### src/rtl/stmt_seq_pkg.sv
package stmt_seq_pkg;

    localparam int IDX_W = 8;

    typedef enum logic [3:0] {
        OP_COPY = 4'd0,
        OP_ADD  = 4'd1,
        OP_SUB  = 4'd2,
        OP_MUL  = 4'd3,
        OP_GT   = 4'd4,
        OP_LT   = 4'd5,
        OP_EQ   = 4'd6,
        OP_SEL  = 4'd7,
        OP_SHR  = 4'd8,
        OP_SHL  = 4'd9
    } op_e;

    typedef enum logic [1:0] {
        PH_WAIT,
        PH_STEP,
        PH_FINAL
    } phase_e;

    // dst: writable index (outputs, then internal registers)
    // src_*: operand index (inputs, then outputs, then internal registers)
    typedef struct packed {
        op_e              op;
        logic [IDX_W-1:0] dst;
        logic [IDX_W-1:0] src_a;
        logic [IDX_W-1:0] src_b;
        logic [IDX_W-1:0] src_c;
    } stmt_t;

    // Default program: inputs a=0 b=1 c=2; outputs y0..y3 = src 3..6,
    // dst 0..3; internal d = src 7 / dst 4, e = src 8 / dst 5.
    localparam stmt_t DEMO_PROG [10] = '{
        '{OP_ADD,  8'd4, 8'd0, 8'd1, 8'd0},  // d  = a + b
        '{OP_SUB,  8'd5, 8'd0, 8'd1, 8'd0},  // e  = a - b
        '{OP_MUL,  8'd0, 8'd7, 8'd8, 8'd0},  // y0 = d * e
        '{OP_LT,   8'd4, 8'd0, 8'd1, 8'd0},  // d  = a < b
        '{OP_EQ,   8'd5, 8'd0, 8'd2, 8'd0},  // e  = a == c
        '{OP_SEL,  8'd1, 8'd2, 8'd7, 8'd8},  // y1 = c ? d : e
        '{OP_SHL,  8'd4, 8'd0, 8'd2, 8'd0},  // d  = a << c
        '{OP_SHR,  8'd5, 8'd7, 8'd2, 8'd0},  // e  = d >> c
        '{OP_GT,   8'd2, 8'd0, 8'd8, 8'd0},  // y2 = a > e
        '{OP_COPY, 8'd3, 8'd8, 8'd0, 8'd0}   // y3 = e
    };

endpackage

### src/rtl/stmt_seq_alu.sv
module stmt_seq_alu
    import stmt_seq_pkg::*;
#(
    parameter int DW = 32
) (
    input  op_e           op,
    input  logic [DW-1:0] va,
    input  logic [DW-1:0] vb,
    input  logic [DW-1:0] vc,
    output logic [DW-1:0] res
);

    localparam logic [DW-1:0] SH_LIMIT = DW'(DW);
    localparam logic [DW-1:0] ONE      = DW'(1);

    logic shift_out;
    assign shift_out = (vb >= SH_LIMIT);

    always_comb begin
        unique case (op)
            OP_COPY: res = va;
            OP_ADD:  res = va + vb;
            OP_SUB:  res = va - vb;
            OP_MUL:  res = va * vb;
            OP_GT:   res = (va > vb)  ? ONE : '0;
            OP_LT:   res = (va < vb)  ? ONE : '0;
            OP_EQ:   res = (va == vb) ? ONE : '0;
            OP_SEL:  res = (va != '0) ? vb : vc;
            OP_SHR:  res = shift_out ? '0 : (va >> vb);
            OP_SHL:  res = shift_out ? '0 : (va << vb);
            default: res = '0;
        endcase
    end

endmodule

### src/rtl/stmt_seq_regs.sv
module stmt_seq_regs
    import stmt_seq_pkg::*;
#(
    parameter int DW = 32,
    parameter int NW = 6
) (
    input  logic                   clk,
    input  logic                   rst,
    input  logic                   we,
    input  logic [IDX_W-1:0]       wsel,
    input  logic [DW-1:0]          wdata,
    output logic [NW-1:0][DW-1:0]  q
);

    always_ff @(posedge clk) begin
        if (rst) begin
            q <= '0;
        end else if (we) begin
            for (int k = 0; k < NW; k++) begin
                if (wsel == IDX_W'(k)) q[k] <= wdata;
            end
        end
    end

    // reset clears every held register
    a_r1_regs_cleared: assert property (@(posedge clk)
        rst |=> (q == '0));

    // without a statement write nothing changes
    a_r2_regs_hold: assert property (@(posedge clk) disable iff (rst)
        !we |=> $stable(q));

endmodule

### src/rtl/stmt_seq_ctrl.sv
module stmt_seq_ctrl
    import stmt_seq_pkg::*;
#(
    parameter int NS = 10,
    localparam int SW  = $clog2(NS + 2),
    localparam int STW = (NS > 1) ? $clog2(NS) : 1
) (
    input  logic           clk,
    input  logic           rst,
    input  logic           start,
    output logic           exec,
    output logic [STW-1:0] step,
    output logic           done
);

    localparam logic [SW-1:0] ST_WAIT  = '0;
    localparam logic [SW-1:0] ST_FIRST = SW'(1);
    localparam logic [SW-1:0] ST_LAST  = SW'(NS);
    localparam logic [SW-1:0] ST_FINAL = SW'(NS + 1);

    logic [SW-1:0] state;
    logic [SW-1:0] state_m1;
    phase_e        phase;

    always_comb begin
        if (state == ST_WAIT)       phase = PH_WAIT;
        else if (state == ST_FINAL) phase = PH_FINAL;
        else                        phase = PH_STEP;
    end

    // The single clocked process of the controller: state and done.
    always_ff @(posedge clk) begin
        if (rst) begin
            state <= ST_WAIT;
            done  <= 1'b0;
        end else begin
            unique case (phase)
                PH_WAIT: begin
                    done <= 1'b0;
                    if (start) state <= ST_FIRST;
                end
                PH_STEP: begin
                    state <= state + SW'(1);
                    done  <= (state == ST_LAST);
                end
                PH_FINAL: begin
                    state <= ST_WAIT;
                    done  <= 1'b0;
                end
            endcase
        end
    end

    assign state_m1 = state - SW'(1);
    assign step     = state_m1[STW-1:0];
    assign exec     = (phase == PH_STEP);

    // reset returns to Wait with done low
    a_r1_ctrl_reset: assert property (@(posedge clk)
        rst |=> (state == ST_WAIT && !done));

    // Wait holds while start is low
    a_r2_wait_holds: assert property (@(posedge clk) disable iff (rst)
        (phase == PH_WAIT && !start) |=> (state == ST_WAIT));

    // each statement state lasts one cycle and leads to the next
    a_r3_one_step: assert property (@(posedge clk) disable iff (rst)
        (phase == PH_STEP) |=> (state == $past(state) + SW'(1)));

    // done only in Final, never two cycles running
    a_r4_done_in_final: assert property (@(posedge clk) disable iff (rst)
        done |-> (state == ST_FINAL));
    a_r4_done_single: assert property (@(posedge clk) disable iff (rst)
        done |=> !done);
    a_r4_final_to_wait: assert property (@(posedge clk) disable iff (rst)
        (phase == PH_FINAL) |=> (state == ST_WAIT));

    // outside Wait, start never re-enters the first statement
    a_r5_start_ignored: assert property (@(posedge clk) disable iff (rst)
        (phase != PH_WAIT) |=> (state != ST_FIRST));

endmodule

### src/rtl/stmt_seq.sv
module stmt_seq
    import stmt_seq_pkg::*;
#(
    parameter int    DW = 32,
    parameter int    NI = 3,
    parameter int    NO = 4,
    parameter int    NR = 2,
    parameter int    NS = 10,
    parameter stmt_t PROG [NS] = DEMO_PROG,
    localparam int   NW   = NO + NR,
    localparam int   NSRC = NI + NW,
    localparam int   STW  = (NS > 1) ? $clog2(NS) : 1
) (
    input  logic                  clk,
    input  logic                  rst,
    input  logic                  start,
    output logic                  done,
    input  logic [NI-1:0][DW-1:0] data_in,
    output logic [NO-1:0][DW-1:0] data_out
);

    logic                    exec;
    logic [STW-1:0]          step;
    stmt_t                   cur;
    logic [NW-1:0][DW-1:0]   rf_q;
    logic [NSRC-1:0][DW-1:0] opnd;
    logic [DW-1:0]           va, vb, vc, alu_res;

    function automatic logic [DW-1:0] pick(input logic [IDX_W-1:0] idx,
                                           input logic [NSRC-1:0][DW-1:0] v);
        logic [DW-1:0] r;
        r = '0;
        for (int k = 0; k < NSRC; k++) begin
            if (idx == IDX_W'(k)) r = v[k];
        end
        return r;
    endfunction

    stmt_seq_ctrl #(.NS(NS)) i_ctrl (
        .clk   (clk),
        .rst   (rst),
        .start (start),
        .exec  (exec),
        .step  (step),
        .done  (done)
    );

    assign cur  = exec ? PROG[step] : '0;
    assign opnd = {rf_q, data_in};
    assign va   = pick(cur.src_a, opnd);
    assign vb   = pick(cur.src_b, opnd);
    assign vc   = pick(cur.src_c, opnd);

    stmt_seq_alu #(.DW(DW)) i_alu (
        .op  (cur.op),
        .va  (va),
        .vb  (vb),
        .vc  (vc),
        .res (alu_res)
    );

    stmt_seq_regs #(.DW(DW), .NW(NW)) i_regs (
        .clk   (clk),
        .rst   (rst),
        .we    (exec),
        .wsel  (cur.dst),
        .wdata (alu_res),
        .q     (rf_q)
    );

    generate
        for (genvar g = 0; g < NO; g++) begin : g_out
            assign data_out[g] = rf_q[g];
        end
    endgenerate

    // a comparison statement writes only 0 or 1
    a_r7_bool_result: assert property (@(posedge clk) disable iff (rst)
        (exec && (cur.op == OP_GT || cur.op == OP_LT || cur.op == OP_EQ))
        |-> (alu_res[DW-1:1] == '0));

    // an amount of DW or more empties the shifted value
    a_r9_wide_shift: assert property (@(posedge clk) disable iff (rst)
        (exec && (cur.op == OP_SHR || cur.op == OP_SHL) && vb >= DW'(DW))
        |-> (alu_res == '0));

endmodule

### config.mk
export PLATFORM = sky130hd
export DESIGN_NAME = stmt_seq
export DESIGN_NICKNAME = d
export VERILOG_FILES = /design/src/rtl/stmt_seq_pkg.sv /design/src/rtl/stmt_seq_alu.sv /design/src/rtl/stmt_seq_regs.sv /design/src/rtl/stmt_seq_ctrl.sv /design/src/rtl/stmt_seq.sv
export SDC_FILE = /design/constraint.sdc
export NUM_CORES = 2
export LEC_CHECK = 0
export ABC_CLOCK_PERIOD_IN_PS = 12090
export CELL_PAD_IN_SITES_DETAIL_PLACEMENT = 0
export CELL_PAD_IN_SITES_GLOBAL_PLACEMENT = 1
export CORE_MARGIN = 1
export CORE_UTILIZATION = 46
export DETAILED_ROUTE_END_ITERATION = 16
export DONT_BUFFER_PORTS = 1
export PLACE_DENSITY = 0.83
export SYNTH_ARGS = -nofsm -noshare
export SYNTH_HDL_FRONTEND = slang
export SYNTH_SLANG_ARGS = --single-unit
export TNS_END_PERCENT = 5
### constraint.sdc
create_clock -name clk -period 12.09 [get_ports clk]
set_input_delay 3.627 -clock clk [delete_from_list [all_inputs] [get_ports clk]]
set_output_delay 3.627 -clock clk [all_outputs]
set_load 0.005 [all_outputs]
* Yosys cells after proc, flatten, opt, wreduce, memory -nomap -nowiden
Memories as Yosys holds them, arrays and structs flattened. Cells that the tools add are included.
Cells by class: $mul 1, muxes and demuxes 42, bitwise operators 1, equality and inequality tests 44, reduce and logical (&&, ||, !) cells 15, magnitude comparators 4, add/sub/neg operators 4, shift-type cells 2
Operators with widths (count):
- 2-to-1 mux 32 bit | 30
- one-hot mux 32 bit (10 select lines) | 1
- equality test 8 x 3 -> 1 bit, second input constant | 14
- 2-to-1 mux 36 bit | 3
- equality test 8 x 2 -> 1 bit, second input constant | 8
- adder 32 bit | 1
- equality test 32 bit | 1
- equality test 8 x 1 -> 1 bit, second input constant | 4
- >= comparator 32 x 6 -> 1 bit, second input constant | 1
- greater-than comparator 32 bit | 1
- zero test 8 bit | 4
- < comparator 32 bit | 1
- multiplier 32 x 32 -> 32 bit | 1
- nonzero test 32 bit | 1
- left shift 32 x 32 -> 32 bit | 1
- >> shifter 32 x 32 -> 32 bit | 1
- subtractor 32 bit | 1
- equality test 8 x 4 -> 1 bit, second input constant | 3
- equality test 4 x 3 -> 1 bit, second input constant | 4
- equality test 4 bit, second input constant | 4
- one-hot mux 4 bit (3 select lines) | 1
- AND reduction 2 bit | 6
- equality test 4 x 2 -> 1 bit, second input constant | 2
- zero test 4 bit | 2
- 14 further kinds | 17
Word-level totals: register bits after elaboration 197, input port bits 99, logic and storage cells 122, memories 1, output and inout port bits 129, ROM bits 576
Memory list:
- (name not given) | depth 16, bits a word 36, read ports 1, clocked after Yosys merged registers in 0, write ports 0, line stmt_seq.sv:48 | assign cur = exec ? PROG[step] : '0;

* Depth between registers and ports, before layout
depth in word-level cells 19, gate-level depth with buffers 45, gate-level depth less buffers 37

* Cells and area by module
Synthesis repeated with hierarchy kept, for this count alone.
Unflattened totals: cell total of the unflattened synthesis 4239, area, all modules 35666.7 um^2
Modules (own cells, without submodules):
- stmt_seq_alu | cells an instance 3052, instances 1, area an instance 24382.1 um^2, sequential area each 0.0 um^2
- stmt_seq_regs | cells an instance 664, instances 1, area an instance 7556.0 um^2, sequential area each 3843.7 um^2
- stmt_seq | cells an instance 491, instances 1, area an instance 3415.8 um^2, sequential area each 0.0 um^2
- stmt_seq_ctrl | cells an instance 32, instances 1, area an instance 312.8 um^2, sequential area each 100.1 um^2

* Least setup slack after synthesis
OpenSTA, ideal clock, no wires.
kind input to register, start point input data_in[66] (netlist bit), end point register i_regs.q[31] (netlist bit), path slack -353 ps, arrival 12304 ps, cell stages on the path 34, required time 11951 ps, cells stage by stage nor3_1 a311oi_1 a32o_1 a211oi_2 clkbuf_1 clkbuf_1 buf_2 buf_1 nor2_1 fa_1 inv_1 fa_1 fa_1 fa_1 inv_1 fa_1 ha_1 fa_1 fa_1 ha_1 clkbuf_1 a21o_1 a21o_1 a21o_1 a211o_1 a21o_1 a41oi_1 a21oi_1 a311oi_1 o21ba_2 o21ai_0 xnor3_1 a21oi_2 a211oi_1
Between the ends: longest elaborated chain between the ends 10, elaborated cells on any way between the ends 25, classes of those cells 2 x add/sub; 1 x mul; 1 x order compare; 2 x shift; 18 x mux; 1 x reduce/logical
RTL lines:
- start, declared | line stmt_seq.sv:18 | input logic [NI-1:0][DW-1:0] data_in,
- branches (longest 9 deep; another with multiplier 32 x 32 -> 32 bit)
- one-hot mux 32 bit (10 select lines) (*) | line stmt_seq_alu.sv:20 | unique case (op)
- end signal, assigned by index | line stmt_seq_regs.sv:20 | if (wsel == IDX_W'(k)) q[k] <= wdata;
- end, declared | line stmt_seq_regs.sv:12 | output logic [NW-1:0][DW-1:0] q
Every way passes the cells marked *. A chain may end at the register's enable or synchronous reset.

* Worst setup path after layout
start point input data_in[66] (netlist bit), end point register i_regs.q[185] (netlist bit)
The elaborated chain is that of the path after synthesis.

==> flow_summary.json <==
{
  "fp.dieW_um": 278,
  "row_count": 100,
  "rsz0062_at_grt": "false",
  "cts_root_buf": "clkbuf_16",
  "synthSimpleGateAreaFrac_pct": 17.9,
  "synth_fa_ha_area_share_pct": 30.2,
  "slew_violations": 0,
  "clock_latency_ns": 0.46,
  "postSynthAreaPerCell_um2": 7.87,
  "grt_use_total_pct": 45.8,
  "fmax_mhz": 84.7,
  "cts.htree.levels": 4,
  "final_antenna_net_count": 0,
  "cts.sinks": 197,
  "syn2layout_area_growth_pct": 6.25,
  "setup_violations": 0,
  "finalNonFillerCells": 5326,
  "synth-compound-area-share_pct": 21.3,
  "cts_resized": 0,
  "dpl.cell_count": 5289,
  "synth_top_family_by_area": "adder cells",
  "cts_tree": "yes",
  "cpMostUsedCell": "fa_1",
  "clockBufferDepth": 2,
  "hold_end": "i_regs.q[125]",
  "clk_pin_slew_ns": 0.08,
  "hold_viol": 0,
  "wl_met1_um": 70100,
  "pin_count": 228,
  "drt-vias-per-instance": 6.63,
  "syn_area_mm2": 0.0351,
  "gr-total-overflow": 0,
  "place.gp.congestion": 1.10,
  "path_class": "input port to register",
  "first_pass_iters": 7,
  "cts_buffers": 17,
  "register_area_mm2": 0.00394,
  "hold_class": "register to register",
  "critPathMaxStageDelay_ns": 0.87,
  "die_h_um": 278,
  "syn-num-nets": 5159,
  "hold_buffers": 0,
  "start_util_pct": 46.8,
  "drc_errors": 0,
  "layout.nets": 5040,
  "r2r_cells": 34,
  "synth_warnings": 0,
  "synthCells": 4458,
  "endpoint_kind": "register",
  "min_period_over_period_pct": 97.7,
  "numPortBuffers": 0,
  "routed.top_layer": "met5",
  "reg2reg_from": "i_ctrl.state[0]",
  "post-cts-setup-buffers": 0,
  "worstMarginPinSlew_ns": 1.44,
  "ys_ff_latch": 197,
  "dp_hpwl_um": 146000,
  "core_area_mm2": 0.0749,
  "antenna_found_initial": 10,
  "seq_area_frac_synth_pct": 11.2,
  "dieArea_mm2": 0.0774,
  "hold_start": "i_regs.q[125]",
  "synth_cell_types": 113,
  "synthFlopType": "dfxtp_1",
  "nFillCells": 7580,
  "met3_length_um": 25600,
  "crit_fanout": 18,
  "grt_pass1_wl_um": 252000,
  "maxCapViolations": 0,
  "ff2ff_setup_slack_ns": 0.45,
  "synthXorXnorAreaFrac_pct": 2.38,
  "drive_gt1_share_pct": 11.3,
  "post_drt_wl_per_cell_um": 33.8,
  "drt_wl_total_um": 180000,
  "critPathSlowestCell": "a211oi_1",
  "synth.mux.area_fraction_pct": 4.90,
  "status": "completed",
  "period_needed_ns": 11.81,
  "layout_common_cells": "nor2_1 (606), inv_1 (485), nand2_1 (479)",
  "holdPathStages": 2,
  "synth_edf_count": 0,
  "layout_commonest_cell": "nor2_1",
  "cp_top_family": "adder cells",
  "first_iter_violations": 5157,
  "worstPathArrival_ns": 12.18,
  "clock_skew_ns": 0.0153,
  "rr_endpoint": "i_regs.q[185]",
  "required_ns": 12.46,
  "ys_async_sr_fraction_pct": 0,
  "slew-limit-headroom_pct": 4.09,
  "wl_met2_um": 72300,
  "vias": 35300,
  "multi_input_area_mm2": 0.0271,
  "startpoint_type": "input port",
  "cp.buffers_inverters": 5,
  "grt_max_degree": 168,
  "grt_pass1_vias": 33800
}
through the flow:
step / setup TNS [ns] / area, um^2 / hold slack (ns) / worst slack, ns / util [%]
final: 0 / 37300 / 0.508 / 0.278 / 49.7
after global routing: 0 / 37300 / 0.521 / 0.0339 / 49.7
after CTS: 0 / 37300 / 0.504 / 0.275 / 49.7
after detailed placement: -1.52 / 36700 / 0.493 / -0.216 / 48.9
after global placement: -0.566 / 36700 / 0.486 / -0.162 / 48.9
after floorplan: 0 / 35100 / 0.437 / 0.00724 / -
logic make-up (layout without fill, tap and decap cells):
logic type | Yosys count | count (layout)
simple gates | 1448 | 1448
compound gates | 1019 | 1019
buf+inv | 939 | 833
fa+ha+maj | 602 | 602
flops | 197 | 197
mux | 167 | 167
xor+xnor | 86 | 86
other cells | 0 | 5
worst min-delay path: cells and delay by family (launching register included):
kind | cells | cell delay [ns]
flops | 1 | 0.34
simple gates | 1 | 0.06
compound gates | 1 | 0.06
synth_stat cells (11+ instances only):
cell type	n	area, um^2
mux2_2	19	214
a21o_1	35	263
buf_4	146	1100
nand2_1	480	1800
xor2_1	16	140
nor2_1	611	2290
nor3_1	79	395
o21bai_1	21	158
xnor2_1	64	561
o211ai_1	55	413
nor2b_1	20	125
a311oi_1	19	166
a2111oi_0	14	123
o22ai_1	22	138
inv_1	486	1820
o21ai_0	149	746
or3_1	13	81.3
a32o_1	11	110
and3_1	20	125
buf_2	60	300
o22a_1	11	96.3
a221o_1	17	170
a22oi_1	39	293
dfxtp_1	197	3940
and2_1	51	319
nand2b_1	29	181
o221ai_1	24	210
o221a_2	18	203
fa_1	410	8210
nand3_1	69	345
a211o_1	11	96.3
buf_1	36	135
a221oi_1	21	184
nor4_1	14	87.6
mux2i_1	146	1460
a211oi_1	117	878
o21a_1	22	165
ha_1	192	2400
a31oi_1	21	131
a32oi_1	16	140
a21oi_1	212	1060
a211oi_2	15	188
clkbuf_1	188	706
sequential cells by signal, summed over array words and instances (netlist names):
name / cells
i_ctrl.done: 1
i_ctrl.state: 4
i_regs.q: 192
metal layers:
metal  global-route usage (%)  up-vias
li1                         -    14700
met1                     60.4    17400
met2                     64.1     2576
met3                     17.6      582
met4                     24.0       12
met5                     2.13        -
final cells by class:
class | instances | area share, %
multi-input cells | 3322 | 72.8
flip-flops and latches | 197 | 10.6
repair buffers | 303 | 6.82
inverters | 498 | 5.01
well taps | 969 | 3.25
clock buffers | 18 | 1.15
clock inverters | 14 | 0.393
diodes | 5 | 0.0336
worst max-delay path by stage:
stage | startpoint | end | cells past startpoint
6_report | data_in[66] | i_regs.q[185] | 30
3_5_place_dp | data_in[66] | i_regs.q[63] | 31
3_3_place_gp | data_in[43] | i_regs.q[57] | 28
5_1_grt | data_in[66] | i_regs.q[30] | 32
4_1_cts | data_in[66] | i_regs.q[31] | 31
2_1_floorplan | data_in[66] | i_regs.q[31] | 34
Power is left out: the tool's default activity adds up to more than one toggle a clock period on the data nets, which glitch-free logic cannot reach.
